[config.mk]
export PLATFORM = sky130hd
export DESIGN_NAME = slotsel_tx
export DESIGN_NICKNAME = d
export VERILOG_FILES = /design/src/rtl/slotsel_pkg.sv /design/src/rtl/slotsel_timer.sv /design/src/rtl/slotsel_shifter.sv /design/src/rtl/slotsel_fsm.sv /design/src/rtl/slotsel_tx.sv
export SDC_FILE = /design/constraint.sdc
export NUM_CORES = 1
export LEC_CHECK = 0
export BUFFER_PORTS_ARGS = -buffer_cell sky130_fd_sc_hd__buf_2
export CAP_MARGIN = 0
export CORE_ASPECT_RATIO = 0.75
export CORE_MARGIN = 2
export CORE_UTILIZATION = 55
export CTS_CLUSTER_DIAMETER = 30
export DETAILED_ROUTE_END_ITERATION = 12
export GPL_TIMING_DRIVEN = 0
export HOLD_SLACK_MARGIN = 0.15
export PLACE_DENSITY = 0.83
export SKIP_LAST_GASP = 1
export SYNTH_ARGS = -nofsm -noshare
export SYNTH_HDL_FRONTEND = slang
export SYNTH_SLANG_ARGS = --single-unit
[constraint.sdc]
create_clock -name clk -period 1.7 [get_ports clk]
set_input_delay 0.34 -clock clk [delete_from_list [all_inputs] [get_ports clk]]
set_output_delay 0.34 -clock clk [all_outputs]
set_load 0.05 [all_outputs]
[src/rtl/slotsel_pkg.sv]
package slotsel_pkg;

   typedef enum logic [1:0] {
      PH_IDLE  = 2'd0,
      PH_FRAME = 2'd1,
      PH_LOW   = 2'd2,
      PH_HIGH  = 2'd3
   } phase_e;

   // whole system-clock cycles covering a duration, rounded up
   function automatic int unsigned ns_to_cyc(input int unsigned ns, input int unsigned clk_ns);
      return (ns + clk_ns - 1) / clk_ns;
   endfunction

   function automatic int unsigned max2(input int unsigned a, input int unsigned b);
      return (a > b) ? a : b;
   endfunction

endpackage

[src/rtl/slotsel_timer.sv]
module slotsel_timer #(
   parameter int unsigned CNT_W = 8
) (
   input  logic             clk,
   input  logic             rst_n,
   input  logic             load,
   input  logic [CNT_W-1:0] load_val,
   output logic             expired
);

   logic [CNT_W-1:0] cnt_q;

   always_ff @(posedge clk or negedge rst_n) begin
      if (!rst_n)
         cnt_q <= '0;
      else if (load)
         cnt_q <= load_val;
      else if (cnt_q != '0)
         cnt_q <= cnt_q - 1'b1;
   end

   assign expired = (cnt_q == '0);

endmodule

[src/rtl/slotsel_shifter.sv]
module slotsel_shifter #(
   parameter int unsigned WORD_W = 16
) (
   input  logic              clk,
   input  logic              rst_n,
   input  logic              load,
   input  logic [WORD_W-1:0] word,
   input  logic              shift,
   output logic              msb_o,
   output logic              last_o
);

   localparam int unsigned IDX_W = $clog2(WORD_W);

   logic [WORD_W-1:0] sreg_q;
   logic [IDX_W-1:0]  idx_q;

   always_ff @(posedge clk or negedge rst_n) begin
      if (!rst_n) begin
         sreg_q <= '0;
         idx_q  <= '0;
      end else if (load) begin
         sreg_q <= word;
         idx_q  <= '0;
      end else if (shift) begin
         sreg_q <= {sreg_q[WORD_W-2:0], 1'b0};
         idx_q  <= idx_q + 1'b1;
      end
   end

   assign msb_o  = sreg_q[WORD_W-1];
   assign last_o = (idx_q == IDX_W'(WORD_W - 1));

endmodule

[src/rtl/slotsel_fsm.sv]
module slotsel_fsm
   import slotsel_pkg::*;
#(
   parameter int unsigned CNT_W   = 8,
   parameter int unsigned FRAME_N = 20,
   parameter int unsigned LOW_N   = 20,
   parameter int unsigned HIGH_N  = 40
) (
   input  logic             clk,
   input  logic             rst_n,
   input  logic             start,
   input  logic             expired,
   input  logic             last,
   output phase_e           phase,
   output logic             tmr_load,
   output logic [CNT_W-1:0] tmr_val,
   output logic             sh_load,
   output logic             sh_shift,
   output logic             done_o
);

   phase_e phase_q, phase_d;
   logic   done_q, done_d;

   always_comb begin
      phase_d  = phase_q;
      done_d   = 1'b0;
      tmr_load = 1'b0;
      tmr_val  = '0;
      sh_load  = 1'b0;
      sh_shift = 1'b0;
      unique case (phase_q)
         PH_IDLE: if (start) begin
            phase_d  = PH_FRAME;
            tmr_load = 1'b1;
            tmr_val  = CNT_W'(FRAME_N - 1);
            sh_load  = 1'b1;
         end
         PH_FRAME: if (expired) begin
            phase_d  = PH_LOW;
            tmr_load = 1'b1;
            tmr_val  = CNT_W'(LOW_N - 1);
         end
         PH_LOW: if (expired) begin
            phase_d  = PH_HIGH;
            tmr_load = 1'b1;
            tmr_val  = CNT_W'(HIGH_N - 1);
         end
         PH_HIGH: if (expired) begin
            if (last) begin
               phase_d = PH_IDLE;
               done_d  = 1'b1;
            end else begin
               phase_d  = PH_LOW;
               tmr_load = 1'b1;
               tmr_val  = CNT_W'(LOW_N - 1);
               sh_shift = 1'b1;
            end
         end
         default: phase_d = PH_IDLE;
      endcase
   end

   always_ff @(posedge clk or negedge rst_n) begin
      if (!rst_n) begin
         phase_q <= PH_IDLE;
         done_q  <= 1'b0;
      end else begin
         phase_q <= phase_d;
         done_q  <= done_d;
      end
   end

   assign phase  = phase_q;
   assign done_o = done_q;

endmodule

[src/rtl/slotsel_tx.sv]
module slotsel_tx
   import slotsel_pkg::*;
#(
   parameter int unsigned WORD_W   = 16,
   parameter int unsigned CLK_NS   = 10,
   parameter int unsigned LOW_NS   = 65,
   parameter int unsigned HIGH_NS  = 400,
   parameter int unsigned SETUP_NS = 200,
   parameter int unsigned HOLD_NS  = 200
) (
   input  logic              clk,
   input  logic              rst_n,
   input  logic              start_i,
   input  logic [WORD_W-1:0] word_i,
   output logic              busy_o,
   output logic              done_o,
   output logic              sel_n_o,
   output logic              sclk_o,
   output logic              sdata_o
);

   localparam int unsigned LOW_CYC   = ns_to_cyc(LOW_NS, CLK_NS);
   localparam int unsigned HIGH_CYC  = ns_to_cyc(HIGH_NS, CLK_NS);
   localparam int unsigned SETUP_CYC = ns_to_cyc(SETUP_NS, CLK_NS);
   localparam int unsigned HOLD_CYC  = ns_to_cyc(HOLD_NS, CLK_NS);
   // data changes with the falling clock edge, so the low phase carries setup
   localparam int unsigned LOW_N     = max2(max2(LOW_CYC, SETUP_CYC), 1);
   localparam int unsigned HIGH_N    = max2(max2(HIGH_CYC, HOLD_CYC), 1);
   localparam int unsigned FRAME_N   = max2(SETUP_CYC, 1);
   localparam int unsigned LONGEST   = max2(max2(LOW_N, HIGH_N), FRAME_N);
   localparam int unsigned CNT_W     = $clog2(LONGEST + 1);

   generate
      if (WORD_W < 2)
         $error("slotsel_tx: WORD_W must be at least 2");
      if (CLK_NS < 1)
         $error("slotsel_tx: CLK_NS must be at least 1");
   endgenerate

   phase_e           phase;
   logic             tmr_load, tmr_expired, sh_load, sh_shift, sh_msb, sh_last;
   logic [CNT_W-1:0] tmr_val;

   slotsel_fsm #(
      .CNT_W  (CNT_W),
      .FRAME_N(FRAME_N),
      .LOW_N  (LOW_N),
      .HIGH_N (HIGH_N)
   ) u_fsm (
      .clk     (clk),
      .rst_n   (rst_n),
      .start   (start_i),
      .expired (tmr_expired),
      .last    (sh_last),
      .phase   (phase),
      .tmr_load(tmr_load),
      .tmr_val (tmr_val),
      .sh_load (sh_load),
      .sh_shift(sh_shift),
      .done_o  (done_o)
   );

   slotsel_timer #(.CNT_W(CNT_W)) u_tmr (
      .clk     (clk),
      .rst_n   (rst_n),
      .load    (tmr_load),
      .load_val(tmr_val),
      .expired (tmr_expired)
   );

   slotsel_shifter #(.WORD_W(WORD_W)) u_sh (
      .clk   (clk),
      .rst_n (rst_n),
      .load  (sh_load),
      .word  (word_i),
      .shift (sh_shift),
      .msb_o (sh_msb),
      .last_o(sh_last)
   );

   assign busy_o  = (phase != PH_IDLE);
   assign sel_n_o = (phase == PH_IDLE);
   assign sclk_o  = (phase != PH_LOW);
   assign sdata_o = (phase == PH_IDLE) ? 1'b0 : sh_msb;

endmodule

==> results.ini <==
[status]
outcome = finished clean

[logic_synthesis]
async_flop_share = 1.00
ys.flop_type = dfrtp_1
synthTopCellsByArea = dfrtp_1, mux2i_1, o21ai_0
yosys_warnings = 0
synth_seq_cells = 29
seq_area_frac_synth = 0.464
syn_inst = 158
syn_nets = 184
yosys.area.top_type_share = 0.464
synthDistinctLibCells = 35
synth-edff-count = 0
yosysTopAreaCell = dfrtp_1
synth_area_per_cell_um2 = 9.91
syn_area_um2 = 1570

[global_route]
grt-ovfl-total = 0
antenna_found_initial = 0
grt_pass1_vias = 1226
grt_pass1_wl_mm = 5.79
grt_usage = 0.238
grt_start_max_net_pins = 30

[floorplanning]
start_util = 0.588
dieArea_um2 = 3290
core_area_um2 = 2660
placement_rows = 16
die_width_um = 65.6
io_pins = 24
fp.dieH_um = 50.2

[sta]
slew_violations = 0
setup_ws_ns = 0.0573
period_share = 0.966
skew_ns = 0.00352
setup_viol = 0
fmax_ghz = 0.609
relSlewSlack = 0.569
tightest_slew_ns = 0.647
rsz0062_at_grt = true
hold_viol_final = 0
min_period_ns = 1.64

[setup_path]
worst-path-max-fanout = 6
cpPeakStageDelay_ns = 0.44
critPathCaptureType = output port
critPathSlowestCell = dfrtp_2
crit_buf_inv = 2
path_delay_family = flip-flops
critPathArrivalTime_ns = 1.30
crit_required_ns = 1.36
cp_cell_sequence = inv_1, ha_4, buf_2
path_class = reg -> out
crit_path_start_kind = flip-flop

[route]
final_antenna_net_count = 0
wirelength_mm = 3.67
wl_per_cell_um = 15.6
drt_iter0_markers = 54
dr.pass1.iters = 4
route.detailed.drc = 0
via_per_inst = 5.66
via_count = 1329

[clock_network]
cts_max_path_buffers = 2
htreeDepth = 2
clk_latency_ns = 0.27
ctsRootBufferMaster = clkbuf_8
cts_buffers = 5
cts_tree = built
clk_pin_slew_ns = 0.06
cts.sinks = 29

[placed_design]
pre_cts_slack_ns = -0.0870
gp_congestion = 0.812
post_dp_cell_area_um2 = 1740
dp.cells = 217
dpl.hpwl_mm = 2.42
port_buffers = 23

[power_and_ir_drop]
clkPwrFrac = 0.422
peakVddDrop_mv = 0.469
seqPwrFrac = 0.550
power_density_nw_per_um2 = 630
p_int_uw = 989
p_switching_uw = 266
power_uw = 1250
p_sw_frac = 0.212
p_leak_uw = 0.000897
comb_power_share = 0.028

[cells_and_area]
fin_cells = 235
antennaDiodeCount = 0
drive_above_1_share = 0.337
nets = 224
syn2layout_area_growth_pct = 27.2
fill_cells = 197
design_area_um2 = 1990

[flow_run]
max-cap-violations = 0

[min_path]
min_path_type = in -> reg

==> through the flow <==
step / setup TNS (ns) / util / hold WS (ns)
3_5_place_dp: -0.629 / 0.654 / 0.401
3_3_place_gp: 0 / 0.654 / 0.389
4_1_cts: 0 / 0.704 / 0.263
6_report: 0 / 0.748 / 0.266
5_1_grt: -0.0264 / 0.748 / 0.271
2_1_floorplan: 0 / - / 0.0444
==> path summary, 6_finish.rpt <==
check / from / to / slack, ns / cells past startpoint
setup / recovery: u_fsm.phase[1]$_DFFE_PN0P_ / sel_n_o / 0.06 / 3
hold / removal: word_i[10] / u_sh.sreg_q[10]$_DFFE_PN0P_ / 0.27 / 3
setup reg to reg: u_tmr.cnt_q[1]$_DFFE_PN0P_ / u_sh.sreg_q[10]$_DFFE_PN0P_ / 0.08 / 8
hold reg to reg: u_sh.sreg_q[0]$_DFFE_PN0P_ / u_sh.sreg_q[0]$_DFFE_PN0P_ / 0.52 / 2
max in group asynchronous: rst_n / u_fsm.phase[1]$_DFFE_PN0P_ / 0.62 / 2
min in group asynchronous: rst_n / u_tmr.cnt_q[0]$_DFFE_PN0P_ / 0.63 / 2
==> Yosys cell counts (2+ instances only) <==
| library cell | number |
|---|---|
| a21oi_1 | 5 |
| buf_2 | 3 |
| buf_4 | 2 |
| dfrtp_1 | 29 |
| ha_1 | 7 |
| inv_1 | 9 |
| mux2i_1 | 18 |
| nand2_1 | 21 |
| nand2b_1 | 2 |
| nand3_1 | 4 |
| nor2_1 | 6 |
| nor2b_1 | 2 |
| nor3_1 | 4 |
| nor3_2 | 2 |
| o21a_1 | 3 |
| o21ai_0 | 18 |
| or3_1 | 3 |
| xnor2_1 | 3 |
==> worst min-delay path, cell delays in order <==
cell and delay, ns:
buf_2 0.07, nand2_1 0.03, o21ai_0 0.06
==> flip-flops by register name (all words and copies together) (netlist names) <==
register	cells
u_fsm.done_o	1
u_sh.sreg_q	16
u_sh.idx_q	4
u_tmr.cnt_q	6
u_fsm.phase	2
==> routing by layer <==
| metal | vias to the layer above | wire [µm] | track usage |
|---|---|---|---|
| met4 | 0 | 46 | 0.0729 |
| met1 | 652 | 1660 | 0.331 |
| met2 | 42 | 1800 | 0.379 |
| met5 | - | 0 | 0 |
| li1 | 628 | - | - |
| met3 | 7 | 158 | 0.0493 |
==> power groups by stage <==
stage	Clock, µW	Combinational (µW)	Sequential, µW
after detailed placement	0	34.6	703
final	529	35.4	690
after global placement	0	33.2	703
after floorplan	0	0.441	703
after global routing	587	41.3	690
after CTS	545	36.3	690
==> logic make-up after synthesis <==
group,synth area share
buf+inv,0.0432
xor+xnor,0.0224
mux,0.115
fa+ha+maj,0.0560
compound gates,0.118
simple gates,0.181
flops,0.464
==> cell usage in the layout, fill, tap and decap left out, types with 3 or more instances in the layout <==
cell type  count
dfrtp_1       28
buf_2         23
nand2_1       21
mux2i_1       17
o21ai_0       11
o21ai_1        7
buf_4          7
inv_1          6
nor2_1         6
clkbuf_8       5
nor3_1         4
buf_6          4
ha_1           4
inv_2          3
a21oi_1        3
clkbuf_4       3
nand3_1        3
xnor2_1        3
o21a_1         3
==> repair_timing <==
action,in CTS,in global routing
hold buffers,1,0
endpoints found under the hold margin,29,0
setup endpoints to repair,20,29
pin swaps,0,3
buffers inserted,2,6
gates cloned,1,0
resized for setup,9,26
==> cell type report <==
type / count / area, µm² / area share
repair buffers: 33 / 205 / 0.103
clock inverters: 2 / 10.0 / 0.00503
flip-flops and latches: 29 / 727 / 0.365
clock buffers: 6 / 72.6 / 0.0365
well taps: 36 / 45.0 / 0.0226
inverters: 9 / 33.8 / 0.0170
multi-input cells: 114 / 852 / 0.428
plain buffers: 6 / 45.0 / 0.0226
Power figures use the tool's default switching activity.
